$ cat config.mk
export PLATFORM = sky130hd
export DESIGN_NAME = cart_slot_decoder
export DESIGN_NICKNAME = d
export VERILOG_FILES = /design/src/rtl/cart_slot_pkg.sv /design/src/rtl/cart_slot_ctrl.sv /design/src/rtl/cart_slot_datapath.sv /design/src/rtl/cart_slot_decoder.sv
export SDC_FILE = /design/constraint.sdc
export NUM_CORES = 1
export LEC_CHECK = 0
export ABC_AREA = 1
export CAP_MARGIN = 10
export CORE_AREA = 5 5 42 44
export DETAILED_ROUTE_END_ITERATION = 8
export DIE_AREA = 0 0 47 49
export DONT_BUFFER_PORTS = 1
export SLEW_MARGIN = 20
export SYNTH_ARGS = -nofsm -noshare
export SYNTH_HDL_FRONTEND = slang
export SYNTH_SLANG_ARGS = --single-unit
$ cat constraint.sdc
create_clock -name clk -period 1.35 [get_ports clk]
set_input_delay 0.2025 -clock clk [delete_from_list [all_inputs] [get_ports clk]]
set_output_delay 0.2025 -clock clk [all_outputs]
set_load 0.02 [all_outputs]
$ cat src/rtl/cart_slot_pkg.sv
package cart_slot_pkg;

  // Strobes handed from the control module to the datapath.
  typedef struct packed {
    logic busValid;   // address strobe asserted
    logic readCyc;    // valid read cycle
    logic writeCyc;   // valid write cycle
    logic [1:0] laneWr; // per-lane write request, [1]=upper, [0]=lower
  } bus_strobe_t;

  // Active-low select vector, bit order fixed for the whole project.
  typedef struct packed {
    logic cartN;
    logic lowMemN;
    logic readEnN;
    logic hiWrN;
    logic loWrN;
    logic ioWinN;
  } sel_vec_t;

  localparam sel_vec_t SEL_IDLE = '{default: 1'b1};

endpackage

$ cat src/rtl/cart_slot_ctrl.sv
module cart_slot_ctrl
  import cart_slot_pkg::*;
#(
  parameter int NUM_LANES = 2
) (
  input  logic addrStrobeN,
  input  logic busRead,
  input  logic [NUM_LANES-1:0] laneStrobeN,
  output bus_strobe_t strobes
);

  logic valid;
  logic [NUM_LANES-1:0] laneReq;

  assign valid = ~addrStrobeN;

  // One write request per byte lane: write cycle and the lane strobe.
  for (genvar lane = 0; lane < NUM_LANES; lane++) begin : g_lane
    assign laneReq[lane] = valid & ~busRead & ~laneStrobeN[lane];
  end

  always_comb begin
    strobes          = '0;
    strobes.busValid = valid;
    strobes.readCyc  = valid & busRead;
    strobes.writeCyc = valid & ~busRead;
    strobes.laneWr   = laneReq;
  end

endmodule

$ cat src/rtl/cart_slot_datapath.sv
module cart_slot_datapath
  import cart_slot_pkg::*;
#(
  parameter int ADDR_W = 24,
  parameter logic [ADDR_W-1:0] CART_NEAR_LAST = 24'h3FFFFF,
  parameter logic [ADDR_W-1:0] CART_FAR_FIRST = 24'h400000,
  parameter logic [ADDR_W-1:0] CART_FAR_LAST  = 24'h7FFFFF,
  parameter logic [ADDR_W-1:0] LOWMEM_LAST    = 24'h7FFFFF,
  parameter logic [ADDR_W-1:0] READEN_LAST    = 24'hDFFFFF,
  parameter logic [ADDR_W-1:0] IOWIN_FIRST    = 24'hA13000,
  parameter int IOWIN_BITS = 8
) (
  input  logic clk,
  input  logic rst,
  input  logic [ADDR_W-1:0] busAddr,
  input  logic slotSenseN,
  input  bus_strobe_t strobes,
  output sel_vec_t selOut
);

  localparam int IO_TAG_W = ADDR_W - IOWIN_BITS;

  logic inNear, inFar, inCart, inLowMem, inReadEn, inIoWin;
  sel_vec_t nextSel, selReg;

  // Address range compares.
  always_comb begin
    inNear   = busAddr <= CART_NEAR_LAST;
    inFar    = (busAddr >= CART_FAR_FIRST) && (busAddr <= CART_FAR_LAST);
    inCart   = slotSenseN ? inFar : inNear;
    inLowMem = busAddr <= LOWMEM_LAST;
    inReadEn = busAddr <= READEN_LAST;
    inIoWin  = busAddr[ADDR_W-1:IOWIN_BITS] == IOWIN_FIRST[ADDR_W-1:IOWIN_BITS];
  end

  // Qualify ranges with the cycle strobes; active-low encoding.
  always_comb begin
    nextSel         = SEL_IDLE;
    nextSel.cartN   = ~(strobes.busValid & inCart);
    nextSel.lowMemN = ~(strobes.readCyc & inLowMem);
    nextSel.readEnN = ~(strobes.readCyc & inReadEn);
    nextSel.hiWrN   = ~strobes.laneWr[1];
    nextSel.loWrN   = ~strobes.laneWr[0];
    nextSel.ioWinN  = ~(strobes.busValid & inIoWin);
  end

  always_ff @(posedge clk) begin
    if (rst || !strobes.busValid) selReg <= SEL_IDLE;
    else                          selReg <= nextSel;
  end

  // Release immediately when the strobe goes away.
  assign selOut = selReg | {$bits(sel_vec_t){~strobes.busValid}};

  logic unusedTag;
  assign unusedTag = ^IO_TAG_W;

endmodule

$ cat src/rtl/cart_slot_decoder.sv
module cart_slot_decoder
  import cart_slot_pkg::*;
#(
  parameter int ADDR_W = 24
) (
  input  logic clk,
  input  logic rst,
  input  logic [ADDR_W-1:0] busAddr,
  input  logic addrStrobeN,
  input  logic busRead,
  input  logic hiStrobeN,
  input  logic loStrobeN,
  input  logic slotSenseN,
  output logic cartSelN,
  output logic lowMemSelN,
  output logic readEnN,
  output logic hiWrN,
  output logic loWrN,
  output logic ioWinSelN
);

  bus_strobe_t strobes;
  sel_vec_t selOut;

  cart_slot_ctrl #(.NUM_LANES(2)) u_ctrl (
    .addrStrobeN(addrStrobeN),
    .busRead(busRead),
    .laneStrobeN({hiStrobeN, loStrobeN}),
    .strobes(strobes)
  );

  cart_slot_datapath #(.ADDR_W(ADDR_W)) u_dp (
    .clk(clk),
    .rst(rst),
    .busAddr(busAddr),
    .slotSenseN(slotSenseN),
    .strobes(strobes),
    .selOut(selOut)
  );

  assign cartSelN   = selOut.cartN;
  assign lowMemSelN = selOut.lowMemN;
  assign readEnN    = selOut.readEnN;
  assign hiWrN      = selOut.hiWrN;
  assign loWrN      = selOut.loWrN;
  assign ioWinSelN  = selOut.ioWinN;

endmodule

Yosys cells after proc, flatten, opt, wreduce, memory -nomap -nowiden

Cells that the tools add are included.

Register bits after elaboration: 6
Input port bits: 31
Output and inout port bits: 6
Word-level logic and storage cells: 33

Order comparisons: 4
Equality and inequality tests: 1
Multiplexer cells: 1
Bitwise logic cells: 19
Reductions and logical operators: 2

Operators with widths:

| cell                                                  | count |
|---|---|
| >= comparator 24 x 23 -> 1 bit, second input constant | 1 |
| <= comparator 24 x 22 -> 1 bit, second input constant | 1 |
| <= comparator 24 x 23 -> 1 bit, second input constant | 1 |
| <= comparator 24 bit, second input constant           | 1 |
| equality test 16 bit, second input constant           | 1 |
| inverter 1 bit                                        | 10 |
| AND 1 bit                                             | 8 |
| bitwise OR 6 bit                                      | 1 |
| logical AND 1 bit                                     | 1 |
| logical OR 1 bit                                      | 1 |
| 2-to-1 mux 1 bit                                      | 1 |

Depth between registers and ports, before layout

Gate-level depths: netlist of the first run.

Depth after elaboration: 5
Mapped depth: 5
Gate-level depth less buffers: 5

Modules after synthesis

Synthesis of the first run repeated with hierarchy kept, for this count alone.

Cells, all modules: 47
Area, all modules: 319.1 um^2

By module, submodules not included:

| module             | times used | cells each | area each (um^2) |
|---|---|---|---|
| cart_slot_datapath | 1          | 39         | 282.8 |
| cart_slot_ctrl     | 1          | 8          | 36.3 |

Least setup slack after synthesis of the first run

Ideal clock, no wire load.

Path type: register -> output
Start: register u_dp.selReg[0] in the netlist's numbering
End: output port ioWinSelN
Data arrival time: 0.611 ns
Data required time: 1.148 ns
Path slack: 0.536 ns
Stages on the path, launching flop included: 2
Path buffers: 0
Path through: dfxtp_1 > or2_2

Word-level cells in the longest chain between the ends: 1

RTL lines:

| what                     | RTL line                 | RTL |
|---|---|---|
| start: declaration       | cart_slot_datapath.sv:24 | `sel_vec_t nextSel, selReg;` |
| start signal: assignment | cart_slot_datapath.sv:49 | `else selReg <= nextSel;` |
| bitwise OR 6 bit         | cart_slot_datapath.sv:53 | `assign selOut = selReg \| {$bits(sel_vec_t){~strobes.busValid}};` |
| end: declaration         | cart_slot_decoder.sv:19  | `output logic ioWinSelN` |

No other way between the ends.

Worst setup path after layout of the first run

Ends and elaborated chain as after synthesis.

==> metrics.csv, run 1 <==
stage;metric;value;unit
finish;n_antenna_cell;0;
sta;fmax;922;MHz
worst_setup_path;crit_arrival;0.88;ns
sta;tns;0;ns
worst_setup_path;crit_path_max_incr_delay;0.35;ns
routing;wl_per_cell;10.4;um
worst_setup_path;critPathLaunchType;flop;
worst_setup_path;path_class;reg -> out;
global_route;grt_max_degree;8;
power;p_leak;0.000122;uW
global_route;antenna_found_initial;0;
routing;drc;0;
clock_network;cts_tree;built;
floorplanning;die-area;0.00230;mm^2
clock_network;cts.sinks;6;
clock_network;cts_max_level;1;
synthesis;ys_seq_elements;6;
outcome;status;finished, final reports clean;
finish;drive_gt1_frac;0.163;
synthesis;syn_avg_cell_area;7.16;um^2
worst_setup_path;crit_chain;or2_2;
routing;first_pass_iters;4;
power;pwr-share-seq;0.497;
finish;reg_top3;u_dp.selReg x6;
worst_hold_path;min-delay-start;busRead;
floorplanning;core-area;0.00140;mm^2
sta;hold_ws;0.0471;ns
sta;period_minus_slack;1.08;ns
routing;num_vias;251;
floorplanning;io_pins;37;
synthesis;synth_seq_area_share;0.419;
sta;grt_setup_unrepaired;no;
sta;setup_viol;0;
synthesis;syn_area;287;um^2
flow_run;cap_violations;0;
routing;ant_nets;0;
place;routabilityCongestion;0.625;
power;power_frac_comb;0.075;
worst_setup_path;cp.depth;1;
synthesis;ys.warnings.count;0;
place;hpwl;561;um
worst_setup_path;worst-path-buf-inv;0;
place;portBuffers;0;
synthesis;syn_nets;71;
worst_setup_path;required;1.15;ns
clock_network;clk_path_buf_depth;2;
sta;maxSlewViolCount;0;
clock_network;ctsHoldBuffers;0;
power;peakVddDrop;0.338;mV
power;intPower;295;uW
sta;tightest_slew;0.225;ns
worst_setup_path;path_max_fanout;1;
synthesis;synthCells;40;
power;power.density;1120;mW/mm^2
routing;drt-total-wl;612;um
global_route;grt_usage;0.0599;
synthesis;ys_types;10;
worst_setup_path;crit_slowest_cell;or2_2;
worst_hold_path;min_path_type;in -> reg;
power;switching_power;74.1;uW
worst_setup_path;crit_start;u_dp.selReg[0];
global_route;grt_pass1_wl;910;um
global_route;first_global_vias;234;
worst_hold_path;min_delay_path_depth;1;
finish;syn_to_final_growth;14.8;%
floorplanning;start_util;0.204;
power;p_sw_frac;0.201;
floorplanning;die_w;47;um
clock_network;cts_root_buf;clkbuf_4;
place;placed_area;307;um^2
finish;largest_register_ffs;6;
worst_setup_path;crit_path_end;ioWinSelN;
clock_network;numCtsBuffers;3;
floorplanning;rows;14;
floorplanning;die_y;49;um
sta;maxSlewHeadroom;0.850;
routing;vias_per_cell;4.25;
finish;stdcell_area;329;um^2
clock_network;cts_setup_buffers;0;
sta;hold_viol;0;
finish;nNetsFinal;76;
routing;first_iter_violations;1;
power;total_power;369;uW
worst_setup_path;timing.critical_path.to_type;output port;
global_route;globalRoute.totalOverflow;0;
clock_network;post_cts_resized;0;
sta;min_period_over_period;0.803;
clock_network;clk_pin_slew_worst_paths;0.04;ns
finish;largest-register;u_dp.selReg;
power;power.share.clock;0.429;
worst_setup_path;cp_top_family;simple AND/OR/NAND/NOR gates;
## per-layer routing
layer / routed length (um) / GRT usage / part of all wire / vias up
met5: 0 / 0 / 0 / -
met3: 71 / 0.0258 / 0.12 / 2
met1: 213 / 0.0640 / 0.35 / 104
li1: - / - / - / 128
met2: 313 / 0.0769 / 0.51 / 17
met4: 14 / 0.0691 / 0.023 / 0
## cells in the mapped netlist
library cell / number / share of area
inv_1: 3 / 0.039
nor2_4: 1 / 0.039
or2_2: 2 / 0.044
dfxtp_1: 6 / 0.42
or2_1: 5 / 0.11
nand3_1: 5 / 0.087
nand2_1: 7 / 0.092
xnor2_1: 1 / 0.031
nand2_2: 1 / 0.022
nor2_1: 9 / 0.12
## stage by stage
step | utilization | instances | setup WS [ns]
CTS | 0.235 | 59 | 0.250
global route | 0.235 | 59 | 0.236
global placement | 0.219 | 56 | 0.525
floorplan | - | 40 | 0.536
finish | 0.235 | 59 | 0.266
detailed placement | 0.219 | 56 | 0.515
## power by group through the flow
stage	Sequential (uW)	Combinational [uW]	Clock, uW
global placement	186	27.5	0
floorplan	186	25.0	0
CTS	183	28.1	166
global route	183	31.3	180
finish	183	27.5	158
detailed placement	187	27.9	0
## area by class of cell
| class | count | area [um^2] |
|---|---|---|
| fill | 165 | 1070 |
| multi-input combinational | 31 | 155 |
| sequential | 6 | 120 |
| clock buffer | 3 | 22.5 |
| tap | 16 | 20.0 |
| inverter | 3 | 11.3 |
## cell families (layout without fill, tap and decap cells)
kind of cell | count (synthesis) | in the layout | share of synthesized area
XOR/XNOR | 1 | 1 | 0.0306
AND/OR/NAND/NOR | 30 | 30 | 0.511
flip-flops | 6 | 6 | 0.419
buffers and inverters | 3 | 6 | 0.0393
## layout by cell type (no fill, tap or decap)
cell type	n
xnor2_1	1
nor2_1	9
or2_2	2
nor2_4	1
nand2_2	1
dfxtp_1	6
inv_1	3
nand2_1	7
nand3_1	5
clkbuf_4	3
or2_1	5
## worst min-delay path by stage
stage	to	slack (ns)
floorplan	u_dp.selReg[3]	0.29
finish	u_dp.selReg[4]	0.05
global route	u_dp.selReg[4]	0.03
detailed placement	u_dp.selReg[4]	0.29
global placement	u_dp.selReg[4]	0.29
CTS	u_dp.selReg[4]	0.04
Note: power is estimated with default switching activity, not from simulation.
==> inputs of run 2 (changes only) <==
- clock period: 1.35 -> 1.05 ns (I/O delays scaled with it)
==> run 2 against run 1 <==
Effect of this change: clock power up 28%; sequential power up 29%; combinational power up 51%; worst setup slack worse by 0.23 ns; count of clock-buffer cells in the layout unchanged; core utilization up 1.6 points; critical path depth unchanged; highest routed layer unchanged.
==> metrics.csv, run 2 (synthesis gave the netlist of run 1 again) <==
stage;metric;value;unit
outcome;status;finished, final reports clean;
finish;fillers;164;
finish;largest_register_ffs;6;
global_route;grtUsageMet2;0.0792;
power;peakVddDrop;0.436;mV
global_route;globalRoute.totalOverflow;0;
place;hpwl;561;um
power;power.density;1370;mW/mm^2
sta;grt_setup_unrepaired;no;
place;post-place-cells;56;
floorplanning;rows;14;
finish;instances_no_fill;61;
finish;final_cell_mix;nor2_1 (9), nand2_1 (7), dfxtp_1 (6), or2_1 (5), nand3_1 (5);
routing;ant_nets;0;
clock_network;clk_path_buf_depth;2;
worst_setup_path;required;0.89;ns
power;p_leak;0.000132;uW
clock_network;cts_root_buf;clkbuf_4;
worst_setup_path;worst-path-buf-inv;0;
routing;vias_per_cell;4.23;
global_route;top_usage_layer;met2;
finish;n_antenna_cell;0;
sta;setup_viol;0;
global_route;first_global_vias;240;
clock_network;numCtsBuffers;3;
global_route;met3_usage;0.0258;
worst_setup_path;path_max_fanout;1;
power;p_sw_frac;0.200;
worst_setup_path;crit_chain;or2_2;
worst_setup_path;path_class;reg -> out;
sta;fmax;988;MHz
global_route;grt_usage;0.0606;
floorplanning;core-area;0.00140;mm^2
routing;first_iter_violations;1;
sta;hold_ws;0.0155;ns
finish;reg_top3;u_dp.selReg x6;
sta;period_minus_slack;1.01;ns
clock_network;cts.sinks;6;
sta;tns;0;ns
routing;first_pass_iters;2;
routing;num_vias;258;
worst_setup_path;crit_slowest_cell;or2_2;
clock_network;clk_pin_slew_worst_paths;0.04;ns
floorplanning;die_y;49;um
floorplanning;io_pins;37;
worst_hold_path;min_delay_path_depth;2;
global_route;met1_usage;0.0640;
routing;drt-total-wl;633;um
sta;maxSlewHeadroom;0.850;
finish;drive_gt1_frac;0.156;
global_route;grt_pass1_wl;924;um
finish;mostFrequentLayoutCell;nor2_1;
place;portBuffers;0;
floorplanning;die-area;0.00230;mm^2
worst_setup_path;timing.critical_path.to_type;output port;
flow_run;cap_violations;0;
power;switching_power;96.2;uW
worst_setup_path;cp.depth;1;
finish;nNetsFinal;78;
sta;min_period_over_period;0.964;
worst_hold_path;min_path_type;in -> reg;
routing;drc;0;
finish;largest-register;u_dp.selReg;
worst_setup_path;critPathLaunchType;flop;
routing;wl_per_cell;10.4;um
power;total_power;480;uW
sta;hold_viol;0;
power;pwr-share-seq;0.491;
clock_network;cts_max_level;1;
finish;syn_to_final_growth;22.7;%
worst_setup_path;crit_path_max_incr_delay;0.33;ns
worst_setup_path;crit_arrival;0.85;ns
floorplanning;start_util;0.204;
sta;maxSlewViolCount;0;
global_route;antenna_found_initial;0;
global_route;grt_max_degree;8;
place;routabilityCongestion;0.625;
power;power_frac_comb;0.086;
power;intPower;384;uW
sta;tightest_slew;0.225;ns
floorplanning;die_w;47;um
worst_setup_path;cp_top_family;simple AND/OR/NAND/NOR gates;
clock_network;cts_tree;built;
power;power.share.clock;0.423;
==> run 2: changes by cell type in the layout (fill, tap and decap cells not counted), sizes merged <==
cell	change
dlygate4sd3	+2
==> run 2: power groups by stage <==
stage | combinational (uW) | sequential, uW | clock [uW]
6_report | 41.4 | 236 | 203
3_5_place_dp | 35.9 | 240 | 0
3_3_place_gp | 35.4 | 240 | 0
4_1_cts | 39.0 | 236 | 214
2_1_floorplan | 32.2 | 239 | 0
5_1_grt | 46.8 | 236 | 232
==> run 2: what timing repair did <==
item | 4_1_cts | 5_1_grt
setup buffers | 0 | 0
hold buffers | 1 | 1
endpoints found under the hold margin | 1 | 1
setup endpoints to repair | 1 | 0
resized for setup | 1 | 0
==> run 2: layer usage <==
metal	part of all wire	vias up
met4	0.022	0
met3	0.11	2
met1	0.33	107
li1	-	132
met5	0	-
met2	0.53	17
==> run 2: through the flow <==
step / utilization / worst slack, ns / area, um^2
6_report: 0.251 / 0.0382 / 352
5_1_grt: 0.251 / 0.00631 / 352
4_1_cts: 0.244 / 0.0252 / 342
3_5_place_dp: 0.219 / 0.260 / 307
3_3_place_gp: 0.219 / 0.270 / 307
2_1_floorplan: - / 0.281 / 287
==> run 2: path summary, 6_finish.rpt <==
kind / end / startpoint / slack, ns
worst max-delay path: loWrN / u_dp.selReg[1] / 0.04
worst min-delay path: u_dp.selReg[1] / loStrobeN / 0.02
==> run 2: area by class of cell <==
cell class	instances	area (um^2)	share of cell area
repair buffers	2	20.0	0.0569
clock buffers	3	22.5	0.0641
inverters	3	11.3	0.0320
well taps	16	20.0	0.0569
multi-input cells	31	158	0.448
flip-flops and latches	6	120	0.342
==> inputs of run 3 (changes only) <==
- RECOVER_POWER: unset -> 25
==> run 3 against run 2 <==
Effect of this change: flip-flop and latch count unchanged; core utilization down 0.54 points; count of clock-buffer cells in the layout unchanged; design area down 2.1%; non-clock buffer count unchanged; via count unchanged; first-iteration DRC count up 100%; final cell count unchanged; sequential power about the same; wire length up 0.47%; clock power about the same; sequential share of layout area up 0.75 points; largest cell class unchanged.
==> metrics.csv, run 3 (synthesis gave the netlist of run 1 again) <==
stage;metric;value;unit
sta;maxSlewHeadroom;0.747;
finish;n_antenna_cell;0;
finish;instances_no_fill;61;
routing;wl_per_cell;10.4;um
floorplanning;die-area;0.00230;mm^2
worst_setup_path;crit_chain;or2_2;
finish;reg_top3;u_dp.selReg x6;
global_route;antenna_found_initial;0;
worst_setup_path;crit_path_max_incr_delay;0.33;ns
global_route;grt_max_degree;8;
floorplanning;die_w;47;um
clock_network;cts_root_buf;clkbuf_4;
global_route;grt_usage;0.0606;
routing;ant_nets;0;
finish;drive_gt1_frac;0.133;
floorplanning;core-area;0.00140;mm^2
sta;tns;0;ns
power;peakVddDrop;0.435;mV
routing;vias_per_cell;4.23;
routing;drt-total-wl;636;um
worst_setup_path;crit_arrival;0.85;ns
finish;fillers;166;
sta;period_minus_slack;1.01;ns
sta;setup_viol;0;
global_route;first_global_vias;240;
clock_network;clk_path_buf_depth;2;
routing;num_vias;258;
clock_network;cts_max_level;1;
finish;largest-register;u_dp.selReg;
routing;first_iter_violations;2;
worst_setup_path;path_max_fanout;1;
floorplanning;io_pins;37;
power;p_leak;0.000131;uW
place;routabilityCongestion;0.625;
worst_setup_path;worst-path-buf-inv;0;
place;hpwl;561;um
place;portBuffers;0;
sta;tightest_slew;0.377;ns
floorplanning;start_util;0.204;
worst_setup_path;critPathLaunchType;flop;
global_route;globalRoute.totalOverflow;0;
worst_setup_path;required;0.89;ns
finish;largest_register_ffs;6;
sta;hold_viol;0;
floorplanning;die_y;49;um
worst_setup_path;cp_top_family;simple AND/OR/NAND/NOR gates;
clock_network;cts_tree;built;
global_route;grt_pass1_wl;924;um
clock_network;cts.sinks;6;
flow_run;cap_violations;0;
sta;fmax;989;MHz
clock_network;cts_setup_buffers;0;
finish;nNetsFinal;78;
sta;min_period_over_period;0.963;
routing;first_pass_iters;3;
sta;maxSlewViolCount;0;
worst_hold_path;min_path_type;in -> reg;
floorplanning;rows;14;
worst_setup_path;path_class;reg -> out;
finish;syn_to_final_growth;20.1;%
finish;mostFrequentLayoutCell;nor2_1;
finish;final_cell_mix;nor2_1 (10), nand2_1 (7), dfxtp_1 (6), or2_1 (5), nand3_1 (5);
worst_setup_path;timing.critical_path.to_type;output port;
finish;final_util;0.246;
routing;drc;0;
sta;grt_setup_unrepaired;no;
worst_setup_path;crit_slowest_cell;or2_2;
power;power.density;1390;mW/mm^2
clock_network;clk_pin_slew_worst_paths;0.04;ns
clock_network;numCtsBuffers;3;
outcome;status;finished, final reports clean;
place;post-place-cells;56;
run 3: cell counts in the layout (fill, tap and decap cells not counted):
No cell type changed its count.
run 3: routing by layer:
layer / up-vias / wire (um) / global-route usage
met5: - / 0 / 0
met4: 0 / 14 / 0.0691
met1: 107 / 217 / 0.0640
met3: 2 / 69 / 0.0258
met2: 17 / 333 / 0.0792
li1: 132 / - / -
run 3: stage by stage:
step	power (uW)	area (um^2)	worst slack (ns)	hold WS (ns)
5_1_grt	513	344	0.00631	0.00590
6_report	479	344	0.0386	0.0167
3_5_place_dp	276	307	0.260	0.246
4_1_cts	489	342	0.0252	0.00457
2_1_floorplan	271	287	0.281	0.242
3_3_place_gp	275	307	0.270	0.248
run 3: path summary, 6_finish.rpt:
kind      startpoint              to  slack, ns  depth (start not counted)
max   u_dp.selReg[1]           loWrN       0.04                          1
min        loStrobeN  u_dp.selReg[1]       0.02                          2
run 3: what timing repair did:
item	4_1_cts	5_1_grt
hold endpoints to repair	1	1
hold buffers	1	1
gates resized for setup	1	0
endpoints found under the setup margin	1	0
run 3: area by class of cell:
type                    instances  area [um^2]  area share
flip-flops and latches          6          120       0.349
clock buffers                   3         22.5      0.0655
repair buffers                  2         20.0      0.0582
well taps                      16         20.0      0.0582
inverters                       3         11.3      0.0327
multi-input cells              31          150       0.436
run 3: report_power, final:
| group | switching, uW | total (uW) | internal, uW | leakage [uW] |
|---|---|---|---|---|
| clock network | 74.6 | 203 | 129 | 0.0000138 |
| logic | 20.6 | 40.1 | 19.5 | 0.0000685 |
| registers | 1.15 | 236 | 235 | 0.0000490 |
| total | 96.4 | 479 | 383 | 0.000131 |
